## src/rtl/lsb_pkg.sv

```systemverilog
package lsb_pkg;
    typedef enum logic [1:0] {ST_IDLE, ST_LOW, ST_HIGH, ST_REPLY} phase_e;
    typedef enum logic [1:0] {SZ_BYTE, SZ_HALF, SZ_FULL} width_e;
endpackage

```

## src/rtl/byte_steer.sv

```systemverilog
module byte_steer #(
    parameter int NB    = 4,
    parameter int OFS_W = 2
) (
    input  logic [OFS_W-1:0]  ofs,
    input  logic [NB-1:0]     lanes,
    input  logic [8*NB-1:0]   wdat,
    output logic [NB-1:0]     sel_lo,
    output logic [NB-1:0]     sel_hi,
    output logic [8*NB-1:0]   dat_lo,
    output logic [8*NB-1:0]   dat_hi,
    output logic              split
);
    localparam int DW = 8 * NB;

    logic [DW-1:0]   masked;
    logic [2*NB-1:0] wide_sel;
    logic [2*DW-1:0] wide_dat;

    // drop bytes above the access width before they are steered
    for (genvar k = 0; k < NB; k++) begin : g_mask
        assign masked[8*k +: 8] = lanes[k] ? wdat[8*k +: 8] : 8'h00;
    end

    assign wide_sel = {{NB{1'b0}}, lanes} << ofs;
    assign wide_dat = {{DW{1'b0}}, masked} << {ofs, 3'b000};
    assign sel_lo   = wide_sel[NB-1:0];
    assign sel_hi   = wide_sel[2*NB-1:NB];
    assign dat_lo   = wide_dat[DW-1:0];
    assign dat_hi   = wide_dat[2*DW-1:DW];
    assign split    = |sel_hi;

    // an overflowing access must also occupy the top lane of the first word
    always_comb begin
        if (split) begin
            p_split_top_lane_r4: assert (sel_lo[NB-1]);
        end
    end
endmodule

```

## src/rtl/lane_gather.sv

```systemverilog
module lane_gather
    import lsb_pkg::*;
#(
    parameter int NB    = 4,
    parameter int OFS_W = 2
) (
    input  logic [OFS_W-1:0]  ofs,
    input  width_e            size,
    input  logic              sext,
    input  logic [8*NB-1:0]   lo,
    input  logic [8*NB-1:0]   hi,
    output logic [8*NB-1:0]   rdat
);
    localparam int DW = 8 * NB;

    logic [2*DW-1:0] wide;
    logic [DW-1:0]   low;

    assign wide = {hi, lo} >> {ofs, 3'b000};
    assign low  = wide[DW-1:0];

    always_comb begin
        unique case (size)
            SZ_BYTE: rdat = {{(DW-8){sext & low[7]}}, low[7:0]};
            SZ_HALF: rdat = {{(DW-16){sext & low[15]}}, low[15:0]};
            default: rdat = low;
        endcase
    end
endmodule

```

## src/rtl/lane_split_bridge.sv

```systemverilog
module lane_split_bridge
    import lsb_pkg::*;
#(
    parameter int ADDR_W = 21,
    parameter int DATA_W = 32
) (
    input  logic                         clk,
    input  logic                         rst_n,
    input  logic                         up_cyc,
    input  logic                         up_stb,
    input  logic                         up_we,
    input  logic [ADDR_W-1:0]            up_adr,
    input  logic [DATA_W/8-1:0]          up_sel,
    input  logic                         up_sext,
    input  logic [DATA_W-1:0]            up_wdat,
    output logic [DATA_W-1:0]            up_rdat,
    output logic                         up_ack,
    output logic                         mem_cyc,
    output logic                         mem_stb,
    output logic                         mem_we,
    output logic [ADDR_W-$clog2(DATA_W/8)-1:0] mem_adr,
    output logic [DATA_W/8-1:0]          mem_sel,
    output logic [DATA_W-1:0]            mem_wdat,
    input  logic [DATA_W-1:0]            mem_rdat,
    input  logic                         mem_ack
);
    localparam int NB     = DATA_W / 8;
    localparam int OFS_W  = $clog2(NB);
    localparam int WADR_W = ADDR_W - OFS_W;

    typedef struct packed {
        phase_e              phase;
        logic [WADR_W-1:0]   wadr;
        logic [OFS_W-1:0]    ofs;
        width_e              size;
        logic                we;
        logic                sext;
        logic [DATA_W-1:0]   wdat;
        logic [DATA_W-1:0]   lo;
        logic [DATA_W-1:0]   hi;
    } regs_t;

    regs_t q, d;

    function automatic width_e decode_width(input logic [NB-1:0] sel);
        if (|sel[NB-1:2]) return SZ_FULL;
        if (sel[1])       return SZ_HALF;
        return SZ_BYTE;
    endfunction

    function automatic logic [NB-1:0] lanes_of(input width_e w);
        unique case (w)
            SZ_BYTE: return {{(NB-1){1'b0}}, 1'b1};
            SZ_HALF: return {{(NB-2){1'b0}}, 2'b11};
            default: return {NB{1'b1}};
        endcase
    endfunction

    logic [NB-1:0]     sel_lo_w, sel_hi_w;
    logic [DATA_W-1:0] dat_lo_w, dat_hi_w;
    logic              split_w;
    logic              busy;

    byte_steer #(.NB(NB), .OFS_W(OFS_W)) u_steer (
        .ofs    (q.ofs),
        .lanes  (lanes_of(q.size)),
        .wdat   (q.wdat),
        .sel_lo (sel_lo_w),
        .sel_hi (sel_hi_w),
        .dat_lo (dat_lo_w),
        .dat_hi (dat_hi_w),
        .split  (split_w)
    );

    lane_gather #(.NB(NB), .OFS_W(OFS_W)) u_gather (
        .ofs  (q.ofs),
        .size (q.size),
        .sext (q.sext),
        .lo   (q.lo),
        .hi   (q.hi),
        .rdat (up_rdat)
    );

    always_comb begin
        d = q;
        unique case (q.phase)
            ST_IDLE: begin
                if (up_cyc && up_stb) begin
                    d.phase = ST_LOW;
                    d.wadr  = up_adr[ADDR_W-1:OFS_W];
                    d.ofs   = up_adr[OFS_W-1:0];
                    d.size  = decode_width(up_sel);
                    d.we    = up_we;
                    d.sext  = up_sext;
                    d.wdat  = up_wdat;
                end
            end
            ST_LOW: begin
                if (mem_ack) begin
                    d.lo    = mem_rdat;
                    d.phase = split_w ? ST_HIGH : ST_REPLY;
                end
            end
            ST_HIGH: begin
                if (mem_ack) begin
                    d.hi    = mem_rdat;
                    d.phase = ST_REPLY;
                end
            end
            default: d.phase = ST_IDLE;
        endcase
    end

    always_ff @(posedge clk or negedge rst_n) begin
        if (!rst_n) q <= '0;
        else        q <= d;
    end

    assign busy     = (q.phase == ST_LOW) || (q.phase == ST_HIGH);
    assign mem_cyc  = busy;
    assign mem_stb  = busy;
    assign mem_we   = busy && q.we;
    assign mem_adr  = (q.phase == ST_HIGH) ? q.wadr + {{(WADR_W-1){1'b0}}, 1'b1} : q.wadr;
    assign mem_sel  = !busy ? '0 : ((q.phase == ST_HIGH) ? sel_hi_w : sel_lo_w);
    assign mem_wdat = (q.phase == ST_HIGH) ? dat_hi_w : dat_lo_w;
    assign up_ack   = (q.phase == ST_REPLY);

    // bus quiet when reset is released
    p_quiet_reset_r1: assert property (@(posedge clk)
        $rose(rst_n) |-> (!mem_stb && !mem_cyc && !up_ack));

    // a strobed cycle always enables at least one lane
    p_lanes_nonzero_r3: assert property (@(posedge clk) disable iff (!rst_n)
        mem_stb |-> (mem_sel != '0));

    // the cycle that follows an acknowledged one targets the next word
    p_next_word_r4: assert property (@(posedge clk) disable iff (!rst_n)
        (mem_stb && $past(mem_stb && mem_ack)) |-> (mem_adr == $past(mem_adr) + 1'b1));

    // the memory cycle only ends together with the upstream reply
    p_cyc_hold_r4: assert property (@(posedge clk) disable iff (!rst_n)
        $fell(mem_cyc) |-> up_ack);

    // the upstream acknowledge lasts one cycle
    p_ack_pulse_r6: assert property (@(posedge clk) disable iff (!rst_n)
        up_ack |=> !up_ack);

    // an unextended byte load carries zeros above bit 7
    p_zero_fill_r9: assert property (@(posedge clk) disable iff (!rst_n)
        (up_ack && !q.we && q.size == SZ_BYTE && !q.sext) |-> (up_rdat[DATA_W-1:8] == '0));

    // a waiting memory cycle keeps its request steady
    p_hold_request_r10: assert property (@(posedge clk) disable iff (!rst_n)
        (mem_stb && $past(mem_stb) && !$past(mem_ack)) |->
        ($stable(mem_adr) && $stable(mem_sel) && $stable(mem_wdat) && $stable(mem_we)));
endmodule

```

## config.mk

```make
export PLATFORM = sky130hd
export DESIGN_NAME = lane_split_bridge
export DESIGN_NICKNAME = d
export VERILOG_FILES = /design/src/rtl/lsb_pkg.sv /design/src/rtl/byte_steer.sv /design/src/rtl/lane_gather.sv /design/src/rtl/lane_split_bridge.sv
export SDC_FILE = /design/constraint.sdc
export NUM_CORES = 1
export LEC_CHECK = 0
export BUFFER_PORTS_ARGS = -buffer_cell sky130_fd_sc_hd__buf_4
export CELL_PAD_IN_SITES_DETAIL_PLACEMENT = 0
export CELL_PAD_IN_SITES_GLOBAL_PLACEMENT = 1
export CORE_ASPECT_RATIO = 1.1
export CORE_UTILIZATION = 41
export DETAILED_ROUTE_END_ITERATION = 7
export GPL_ROUTABILITY_DRIVEN = 1
export PLACE_DENSITY_LB_ADDON = 0.1
export SYNTH_ARGS = -nofsm -noshare
export SYNTH_HDL_FRONTEND = slang
export SYNTH_SLANG_ARGS = --single-unit
```

## constraint.sdc

```tcl
create_clock -name clk -period 2.15 [get_ports clk]
set_clock_uncertainty 0.05 [all_clocks]
set_input_delay 0.215 -clock clk [delete_from_list [all_inputs] [get_ports clk]]
set_output_delay 0.215 -clock clk [all_outputs]
set_load 0.02 [all_outputs]
```

---- After elaboration in Yosys (flattened, before gate mapping) ----
Index checks and enable logic that the tools add are counted.
operators by class
  add/sub/neg operators ................... 1
  equal/unequal tests ..................... 7
  shifts and indexed selects .............. 3
  muxes and demuxes ....................... 26
  bitwise operators ....................... 2
  reductions and logical operators ........ 11
operators with widths
  operator                 count
  $pmux W32 S2             1
  $shl A32 B5 Y64          1
  $shr A64 B5 Y32          1
  $mux W59                 1
  $mux W32                 1
  $mux W8                  4
  $add A19 B1 Y19 const B  1
  $mux W19                 1
  $mux W2                  6
  $mux W1                  8
  $mux W4                  2
  $pmux W4 S2              1
  $shl A4 B2 Y8            1
  $ne A2 B2 Y1 const B     3
  $pmux W2 S3              1
  $reduce_and A2 Y1        3
  $eq A2 B1 Y1 const B     2
  $eq A2 B2 Y1 const B     2
  $logic_not A2 Y1         2
  $reduce_or A4 Y1         1
  $reduce_and A3 Y1        1
  $and A1 B1 Y1            2
  $logic_and A1 B1 Y1      2
  $reduce_or A2 Y1         1
  $logic_or A1 B1 Y1       1
word-level totals
  bits in registers ....................... 123
  output and inout bits ................... 91
  word-level logic and storage cells ...... 59

---- Longest topological paths before layout ----
Gate-level depths: netlist of the first run.
  depth in word-level cells ............... 11
  gate-level depth with buffers ........... 7
  mapped depth without buffers ............ 6

---- By module ----
Synthesis of the first run repeated with hierarchy kept, for this count alone.
unflattened totals
  cell total of the unflattened synthesis .. 677
  area total of the unflattened synthesis .. 7741.2 µm²
modules (own cells, without submodules)
  module             times used  cells each  area an instance (µm²)  seq. area each (µm²)
  lane_split_bridge  1           380         5492.8                  3078.0
  byte_steer         1           197         1144.8                  0.0
  lane_gather        1           100         1103.6                  0.0

---- Worst setup path after synthesis of the first run ----
No wires, ideal clock.
  kind .................................... register -> output
  start ................................... reg q[121] (netlist name)
  end ..................................... out mem_wdat[14]
  data arrival time ....................... 1.681 ns
  data required time ...................... 1.885 ns
  path slack .............................. 0.204 ns
  cell stages (with the launch flop) ...... 7
  path buffers ............................ 2
  path through ............................ dfrtp_1 -> inv_1 -> ha_1 -> buf_4 -> nand2_2 -> clkbuf_1 -> o32ai_1
on the way
  longest elaborated chain between the ends .. 2
ends and longest elaborated chain
  element                 line                      RTL
  from (decl)             lane_split_bridge.sv:43   regs_t q, d;
  from (signal assigned)  lane_split_bridge.sv:115  if (!rst_n) q <= '0;
  from (signal assigned)  lane_split_bridge.sv:116  else q <= d;
  $eq A2 B2 Y1            lane_split_bridge.sv:125  assign mem_wdat = (q.phase == ST_HIGH) ? dat_hi_w : dat_lo_w;
  $mux W32                lane_split_bridge.sv:125
  to (decl)               lane_split_bridge.sv:23   output logic [DATA_W-1:0] mem_wdat,
Every way passes these cells.

---- Final worst setup path of the first run ----
  start ................................... reg q[101] (netlist name)
  end ..................................... out up_rdat[9]
on the way
  longest elaborated chain between the ends .. 3
ends and longest elaborated chain
  element            line                     RTL
  $shr A64 B5 Y32 *  lane_gather.sv:19        assign wide = {hi, lo} >> {ofs, 3'b000};
  $and A1 B1 Y1      lane_gather.sv:24        SZ_BYTE: rdat = {{(DW-8){sext & low[7]}}, low[7:0]};
  $pmux W32 S2 *     lane_gather.sv:23        unique case (size)
  to (decl)          lane_split_bridge.sv:16  output logic [DATA_W-1:0] up_rdat,
Every way passes the cells marked *; elsewhere a longest branch is shown, timed or not.

==> results of run 1 <==
[Yosys cell counts (all sizes together) (2+ instances only)]
library cell    n
nand2b          5
a211oi          7
nand3          17
inv             6
clkbuf          7
o32ai           7
dfrtp         115
buf            39
nand4           7
or2             2
nor2b          10
and3            2
mux2i          41
o21ai          62
xor2            4
and2            3
nor2           40
nor3b           2
xnor2          15
a21oi          35
ha              5
nor3           10
nand2          52
a22oi          17
mux2          124
o21a            3
[worst min path at each step]
stage	slack [ns]	depth (start not counted)	start	to
floorplan	-0.13	0	rst_n	q[0]$_DFFE_PN0P_
global placement	0.16	1	rst_n	q[95]$_DFFE_PN0P_
detailed placement	0.17	1	rst_n	q[95]$_DFFE_PN0P_
CTS	0.03	3	up_sel[1]	q[98]$_DFFE_PN0P_
global route	0.04	3	up_sel[1]	q[98]$_DFFE_PN0P_
finish	0.04	3	up_sel[1]	q[98]$_DFFE_PN0P_
[logic make-up (layout without fill, tap and decap cells)]
| family | after synthesis | count (layout) | synth area share [%] |
|---|---|---|---|
| buffers and inverters | 52 | 389 | 4.37 |
| xor gates and xnor gates | 19 | 19 | 2.47 |
| AOI/OAI and AO/OA | 134 | 134 | 11.9 |
| adders and majority gates | 5 | 5 | 0.930 |
| DFF | 115 | 115 | 42.8 |
| muxes | 165 | 165 | 26.9 |
| and+or+nand+nor | 151 | 151 | 10.6 |
[per-stage QoR]
step	worst slack (ns)	cell area [um^2]
6_report	-0.226	11100
5_1_grt	-0.322	11100
4_1_cts	-0.159	10600
3_5_place_dp	-0.124	8450
3_3_place_gp	0.0115	8450
2_1_floorplan	0.204	6720
[area by class of cell]
type	count	area (um^2)	share of cell area, %
Multi-Input combinational cell	474	4060	36.4
Timing Repair Buffer	351	3310	29.7
Sequential cell	115	2890	25.9
Clock buffer	21	470	4.22
Tap cell	200	250	2.24
Clock inverter	11	150	1.35
Inverter	6	25.0	0.224
[worst max-delay path, cell delays in order, from the launching register on]
cell	delay, ns
dfrtp_4	0.48
buf_8	0.15
bufbuf_16	0.27
buf_4	0.13
mux2i_2	0.18
nor2_1	0.07
a21oi_1	0.17
o21ai_1	0.08
buf_4	0.16
[power breakdown]
part / switching (uW) / internal (uW) / total, uW
clock network: 1050 / 1920 / 2970
logic: 6540 / 6430 / 13000
registers: 1120 / 3300 / 4420
[routing by layer]
layer	share of wire (%)	up-vias	wire length, um
li1	-	2963	-
met1	42	3116	9130
met2	51	222	11200
met3	5.2	35	1140
met4	2.1	0	452
met5	0	-	0
[what timing repair did]
| item | in CTS | in global routing |
|---|---|---|
| cloned | 2 | 2 |
| pin swaps | 24 | 19 |
| endpoints found under the setup margin | 75 | 81 |
| hold buffers | 88 | 0 |
| gates resized for setup | 117 | 103 |
| setup buffers | 30 | 12 |
| endpoints found under the hold margin | 145 | 0 |
==> key figures, run 1 <==
CTS
  – Clock Tree Buf Depth: 2
  – CTS Root Cell: clkbuf_16
  – Clk sinks: 115
  – TritonCTS clock tree: done
  – Reg clk slew, reported paths: 0.05 ns
  – Depth of the CTS H-tree: 4
  – Worst skew pair latency: 0.41 ns
  – CTS Buf Count: 17

GRT
  – First-pass GRT wire length: 32.7 mm
  – Largest net degree at the start of global routing: 47
  – Met2 usage: 44.0%
  – Met3 Track Usage GR: 5.54%
  – Vias in the first global route: 6,405
  – Initial antenna violation count: 0
  – Met1 global-route usage: 31.3%
  – Grt total ovfl: 0
  – Most Crowded Layer GR: met2
  – Total GRT Usage: 25.6%

Setup path
  – Setup Crit Path Kind: register to primary output
  – CP Capture Type: primary output
  – WP data arrival: 2.11 ns
  – CP startpoint kind: register
  – Crit. Startpoint: q[101]$_DFFE_PN0P_
  – Reg-to-reg startpoint: q[122]$_DFFE_PN0P_
  – Critical R2R Capture: q[122]$_DFFE_PN0P_
  – Worst R2R Path Depth: 8
  – CP max FO: 5
  – Reg2Reg Setup Slack: 0.26 ns
  – CP endpoint: up_rdat[9]
  – Critical Path RT: 1.88 ns

Routing
  – DRC errors left: 0
  – Vias per cell: 5.38
  – WL per Instance: 18.6 um
  – Remaining antenna violation count: 0
  – DRT Pass-1 Iters: 5
  – Post-Route WL: 21.9 mm
  – Vias: 6,336
  – Initial DRC count: 294

Die
  – Die area: 0.0169 mm^2
  – Rows: 48
  – Die W: 124 um
  – Core footprint: 0.0159 mm^2
  – IO Pins: 187
  – Starting Density: 42.4%
  – DIE HEIGHT: 136 um

Cells and area
  – Leading cell type in the layout, fill and taps excluded: buf_4
  – Fill count: 1,186
  – Layout cells sized above 1: 53.2%
  – Fin cells: 1,178
  – Final core utilization: 70.3%
  – Most frequent cells in the layout: 196 x buf_4, 121 x mux2_2, 112 x dfrtp_1, 88 x dlygate4sd3_1, 46 x buf_6
  – Largest regs: q: 115 flops
  – Layout Nets: 1,066
  – Syn-to-layout area delta: 65.8%
  – ANT cells: 0
  – Register bank with the most flops: q
  – Max reg flops: 115

Timing
  – RSZ-0062 raised after global routing: yes
  – Fin. Hold Viols: 0
  – Final WS setup: -0.226 ns
  – Fin. max-slew vios: 0
  – Worst slew pin tran: 0.524 ns
  – Crit share post-route: 111%
  – Hold Slack: 0.0416 ns
  – Fin Setup TNS: -7.92 ns
  – Endpoints failing setup: 61
  – Fmax: 421 MHz
  – Tmin final: 2.38 ns
  – Max-slew headroom: 65.1%

Synth
  – EDFF count, synth: 0
  – Distinct cells, synth: 41
  – Largest cells by area after synthesis: dfrtp_1 43%, mux2_2 21%, mux2i_1 6.1%
  – Seq cells post-synth: 115
  – Gate Count Post-Synth: 641
  – Post-Synthesis Cell Area: 0.00672 mm^2
  – Number of synthesis warnings: 0
  – Seq/Total Area, Yosys: 42.8%
  – Post-synth top area share: 42.8%
  – Async S/R FF share, synth: 100%
  – Synth area leader: dfrtp_1
  – Commonest register cell after synthesis: dfrtp_1
  – Synth Net Count: 742
  – Mean Syn Cell Area: 10.5 um^2

Pwr
  – Peak supply drop: 1.31 mV
  – P_leak: 0.00495 uW
  – Power Density: 1830 mW/mm^2
  – Overall power: 20,400 uW

Hold path
  – Worst hold path class: primary input to register

Placement
  – Placed cells: 1,013
  – HPWL Detailed: 13.6 mm
  – Routability Congestion: 0.843
  – Port bufs: 185

Run status
  – Status: finished with violations
  – Failing checks: setup timing

Flow run
  – Maxcap violations: 0
(Power assumes the default switching activity.)
==> run 2, diff against run 1 <==
- GPL_TIMING_DRIVEN: default -> 0
- SKIP_LAST_GASP: default -> 1
==> run 2 against run 1 <==
- the flow still finishes with violations (setup timing)
- largest power group unchanged
- via count up 8.2%
- global-route usage up 4.2 points
- clock power down 1%
- worst hold slack worse by 0.036 ns
- cell count up 2.4%
- first-iteration DRC count up 28%
- clock-buffer cell count up 3
- die area unchanged
- utilization up 5.7 points
==> key figures, run 2 (same netlist as run 1, synthesis figures left out) <==
GRT
  – Grt total ovfl: 0
  – Initial antenna violation count: 0
  – Total GRT Usage: 29.8%
  – Largest net degree at the start of global routing: 64
  – First-pass GRT wire length: 37.0 mm
  – Vias in the first global route: 6,745

Setup path
  – CP max FO: 6
  – Setup Crit Path Kind: register to primary output
  – Worst R2R Path Depth: 7
  – Critical Path RT: 1.88 ns
  – CP Capture Type: primary output
  – WP data arrival: 2.19 ns
  – CP startpoint kind: register

Timing
  – Endpoints failing setup: 79
  – Fin. max-slew vios: 0
  – Fmax: 408 MHz
  – Fin Setup TNS: -11.03 ns
  – Crit share post-route: 114%
  – Worst slew pin tran: 0.650 ns
  – Max-slew headroom: 56.6%
  – Final WS setup: -0.301 ns
  – Tmin final: 2.45 ns
  – RSZ-0062 raised after global routing: yes
  – Fin. Hold Viols: 0

Placement
  – Routability Congestion: 0.882
  – Port bufs: 185
  – Placement Cell Area: 0.00839 mm^2
  – Place WS: -0.189 ns
  – HPWL Detailed: 16.0 mm
  – Placed cells: 1,027

CTS
  – Depth of the CTS H-tree: 4
  – Reg clk slew, reported paths: 0.05 ns
  – Clk sinks: 115
  – Clock Tree Buf Depth: 2
  – Worst skew pair latency: 0.42 ns
  – TritonCTS clock tree: done
  – CTS Root Cell: clkbuf_16
  – CTS Buf Count: 17

Routing
  – Remaining antenna violation count: 0
  – DRC errors left: 0
  – WL per Instance: 21.9 um
  – Vias: 6,854
  – Vias per cell: 5.68
  – Post-Route WL: 26.4 mm
  – DRT Pass-1 Iters: 5
  – Initial DRC count: 376

Pwr
  – P_leak: 0.00521 uW
  – Peak supply drop: 1.28 mV
  – Overall power: 23,400 uW
  – Power Density: 1940 mW/mm^2

Cells and area
  – Most frequent cells in the layout: 182 x buf_4, 114 x mux2_2, 113 x dfrtp_1, 87 x dlygate4sd3_1, 62 x buf_6
  – Layout cells sized above 1: 58.5%
  – ANT cells: 0
  – Design area: 0.0121 mm^2
  – Leading cell type in the layout, fill and taps excluded: buf_4
  – Largest regs: q: 115 flops
  – Fill count: 1,048
  – Layout Nets: 1,094
  – Syn-to-layout area delta: 79.2%
  – Max reg flops: 115
  – Fin cells: 1,206
  – Register bank with the most flops: q

Die
  – Die area: 0.0169 mm^2
  – Core footprint: 0.0159 mm^2
  – Starting Density: 42.4%
  – DIE HEIGHT: 136 um
  – Die W: 124 um
  – Rows: 48
  – IO Pins: 187

Hold path
  – Worst hold path class: primary input to register
  – Hold path depth: 3

Flow run
  – Maxcap violations: 0

Run status
  – Status: finished with violations
  – Failing checks: setup timing
-- run 2: cell types whose count changed in the layout (fill, tap and decap cells not counted), sizes merged --
cell / delta
buf: +24
bufbuf: -1
clkbuf: +8
clkinv: +1
clkinvlp: -3
dlygate4sd3: -1
inv: -1
nor2: +1
-- run 2: through the flow --
| stage | util [%] | hold WS, ns |
|---|---|---|
| after floorplan | - | -0.131 |
| after global placement | 52.7 | 0.398 |
| after detailed placement | 52.9 | 0.160 |
| after CTS | 68.6 | 0.00242 |
| after global routing | 76.0 | 0.0135 |
| final | 76.0 | 0.00596 |
-- run 2: where the power goes --
group / internal (uW) / leakage, uW / total (uW) / switching (uW)
registers: 3280 / 0.00137 / 4490 / 1210
clock network: 1910 / 0.000291 / 2930 / 1020
logic: 7790 / 0.00356 / 16000 / 8170
-- run 2: critical path, cell delays in order (launching register included) --
cell     delay (ns)
dfrtp_2        0.43
ha_4           0.18
buf_4          0.13
or2_4          0.29
nor2_4         0.27
a22oi_1        0.14
o21ai_0        0.12
buf_4          0.19
-- run 2: repair_timing --
item / CTS / global route
pin swaps: 27 / 48
gates resized for setup: 189 / 211
setup buffers: 28 / 28
endpoints found under the setup margin: 93 / 101
hold buffers: 87 / 0
endpoints found under the hold margin: 157 / 0
gates cloned: 5 / 3
-- run 2: worst paths after layout --
path	startpoint	endpoint	slack (ns)
setup / recovery	q[122]$_DFFE_PN0P_	mem_wdat[4]	-0.30
hold / removal	up_sel[1]	q[98]$_DFFE_PN0P_	0.006
setup reg to reg	q[122]$_DFFE_PN0P_	q[10]$_DFFE_PN0P_	0.04
hold reg to reg	q[36]$_DFFE_PN0P_	q[36]$_DFFE_PN0P_	0.45
max in group asynchronous	rst_n	q[98]$_DFFE_PN0P_	1.08
min in group asynchronous	rst_n	q[102]$_DFFE_PN0P_	0.26
-- run 2: final cells by class --
type                    instances  area (um^2)  area share [%]
multi-input cells             475         4610            38.2
repair buffers                333         3150            26.1
flip-flops and latches        115         2880            23.9
plain buffers                  45          538            4.46
clock buffers                  24          482            4.00
well taps                     200          250            2.08
clock inverters                 8          124            1.03
inverters                       6         22.5           0.187
-- run 2: routing by layer --
layer  routed length, um  up-vias  GRT usage, %
met1               10300     3448          36.5
li1                    -     3018             -
met4                 779        0          11.8
met5                   0        -             0
met2               13700      327          50.7
met3                1660       61          6.04
==> run 3, diff against run 2 <==
- CORE_UTILIZATION: 41 -> 44
- CTS_CLUSTER_SIZE: default -> 12
- REMOVE_ABC_BUFFERS: default -> 1
- clock period: 2.15 -> 3 ns (I/O delays scaled with it)
==> run 3 against run 2 <==
- the run now ends clean
- setup slack better by 0.38 ns
- global-route usage down 5.9 points
- highest routed layer unchanged
- worst hold slack better by 0.058 ns
- utilization down 16 points
- via count down 18%
- sequential share of layout area up 8.1 points
- design area down 25%
- critical endpoint is now mem_wdat[23]
- largest power group unchanged
- clock power down 23%
==> key figures, run 3 (same netlist as run 1, synthesis figures left out) <==
Cells and area
  – Most frequent cells in the layout: 190 x buf_4, 123 x mux2_2, 112 x dfrtp_1, 60 x o21ai_0, 50 x nand2_1
  – Max reg flops: 115
  – Syn-to-layout area delta: 34.2%
  – Register bank with the most flops: q
  – Design area: 0.00903 mm^2
  – Final core utilization: 60.2%
  – Area occupied by multi-input gates: 0.00362 mm^2
  – Layout cells sized above 1: 45.4%
  – ANT cells: 0
  – Largest regs: q: 115 flops
  – Layout Nets: 913
  – Register area: 0.00289 mm^2
  – Fill count: 1,294
  – Leading cell type in the layout, fill and taps excluded: buf_4

Timing
  – Fin Setup TNS: 0 ns
  – Max-slew headroom: 21.3%
  – Fmax: 343 MHz
  – Crit share post-route: 97.3%
  – Fin. max-slew vios: 0
  – Fin. Hold Viols: 0
  – Endpoints failing setup: 0
  – Final WS setup: 0.0815 ns
  – RSZ-0062 raised after global routing: no
  – Worst slew pin tran: 1.18 ns
  – Tmin final: 2.92 ns

CTS
  – Clk sinks: 115
  – Depth of the CTS H-tree: 4
  – CTS Buf Count: 17
  – Reg clk slew, reported paths: 0.05 ns
  – Worst skew pair latency: 0.41 ns
  – CTS Root Cell: clkbuf_16
  – TritonCTS clock tree: done
  – Clock Tree Buf Depth: 2

GRT
  – Grt total ovfl: 0
  – Largest net degree at the start of global routing: 76
  – Initial antenna violation count: 0
  – Total GRT Usage: 23.9%
  – First-pass GRT wire length: 28.9 mm
  – Vias in the first global route: 5,576

Die
  – Starting Density: 44.8%
  – Core footprint: 0.0150 mm^2
  – DIE HEIGHT: 132 um
  – Rows: 47
  – IO Pins: 187
  – Die W: 120 um
  – Die area: 0.0158 mm^2

Routing
  – Vias per cell: 5.53
  – DRC errors left: 0
  – Post-Route WL: 18.6 mm
  – Remaining antenna violation count: 0
  – WL per Instance: 18.3 um
  – Initial DRC count: 315
  – Vias: 5,639
  – DRT Pass-1 Iters: 5

Setup path
  – CP peak stage delay: 0.63 ns
  – WP data arrival: 2.57 ns
  – Slowest CP cell: dfrtp_4
  – CP Capture Type: primary output
  – Crit-path cells: buf_12 > nand2_2 > nor2_4 > a22oi_1 > o21ai_0 > buf_4
  – CP startpoint kind: register
  – Critical Path RT: 2.65 ns
  – CP max FO: 49
  – Setup Crit Path Kind: register to primary output

Hold path
  – Worst hold path class: primary input to register

Pwr
  – Power Density: 1390 mW/mm^2
  – P_leak: 0.00408 uW
  – Peak supply drop: 0.731 mV
  – Overall power: 12,500 uW

Placement
  – HPWL Detailed: 12.3 mm
  – Routability Congestion: 0.805
  – Place WS: -0.417 ns
  – Port bufs: 185
  – Placement Cell Area: 0.00819 mm^2

Run status
  – Status: finished, final reports clean

Flow run
  – Maxcap violations: 0
run 3: area by class of cell:
| cell class | count | area share (%) |
|---|---|---|
| Timing Repair Buffer | 198 | 17.5 |
| Clock inverter | 8 | 1.90 |
| Sequential cell | 115 | 32.0 |
| Multi-Input combinational cell | 474 | 40.1 |
| Tap cell | 196 | 2.72 |
| Inverter | 6 | 0.319 |
| Clock buffer | 23 | 5.52 |
run 3: what timing repair did:
item	CTS	global route
resized for setup	11	2
pin swaps	1	1
setup endpoints to repair	94	8
hold buffers	1	0
buffers inserted	7	2
hold endpoints to repair	45	0
run 3: through the flow:
step           hold WS [ns]  instances
2_1_floorplan       -0.0456        595
3_3_place_gp          0.431        976
3_5_place_dp          0.215        979
4_1_cts              0.0529       1018
5_1_grt              0.0529       1020
6_report             0.0641       1020
run 3: power by group:
group / leakage (uW) / switching [uW] / internal (uW)
combinational: 0.00239 / 3790 / 3230
sequential: 0.00137 / 852 / 2360
clock: 0.000325 / 687 / 1580
total: 0.00408 / 5330 / 7170
run 3: worst max-delay path, delay by kind of cell (launching register included):
kind,cells,cell delay [ns]
DFF,1,0.63
AOI/OAI and AO/OA,2,0.31
and+or+nand+nor,2,0.67
buffers and inverters,2,0.52
run 3: path summary, 6_finish.rpt:
| kind | start | to | slack, ns | cells past startpoint |
|---|---|---|---|---|
| worst max-delay path | q[101]$_DFFE_PN0P_ | mem_wdat[23] | 0.08 | 6 |
| worst min-delay path | mem_rdat[25] | q[57]$_DFFE_PN0P_ | 0.06 | 2 |
| worst max register to register | q[121]$_DFFE_PN0P_ | q[2]$_DFFE_PN0P_ | 0.58 | 4 |
| worst min register to register | q[34]$_DFFE_PN0P_ | q[34]$_DFFE_PN0P_ | 0.45 | 1 |
| max in group asynchronous | rst_n | q[100]$_DFFE_PN0P_ | 1.83 | 3 |
| min in group asynchronous | rst_n | q[84]$_DFFE_PN0P_ | 0.34 | 2 |
run 3: per-layer routing:
metal  wire (um)  part of all wire [%]  vias up  GRT usage (%)
met5           0                     0        -              0
met4         331                   1.8        0           8.68
met3        1100                   5.9       27           5.56
met2        9360                    50      210           40.3
met1        7830                    42     2751           29.5
li1            -                     -     2651              -
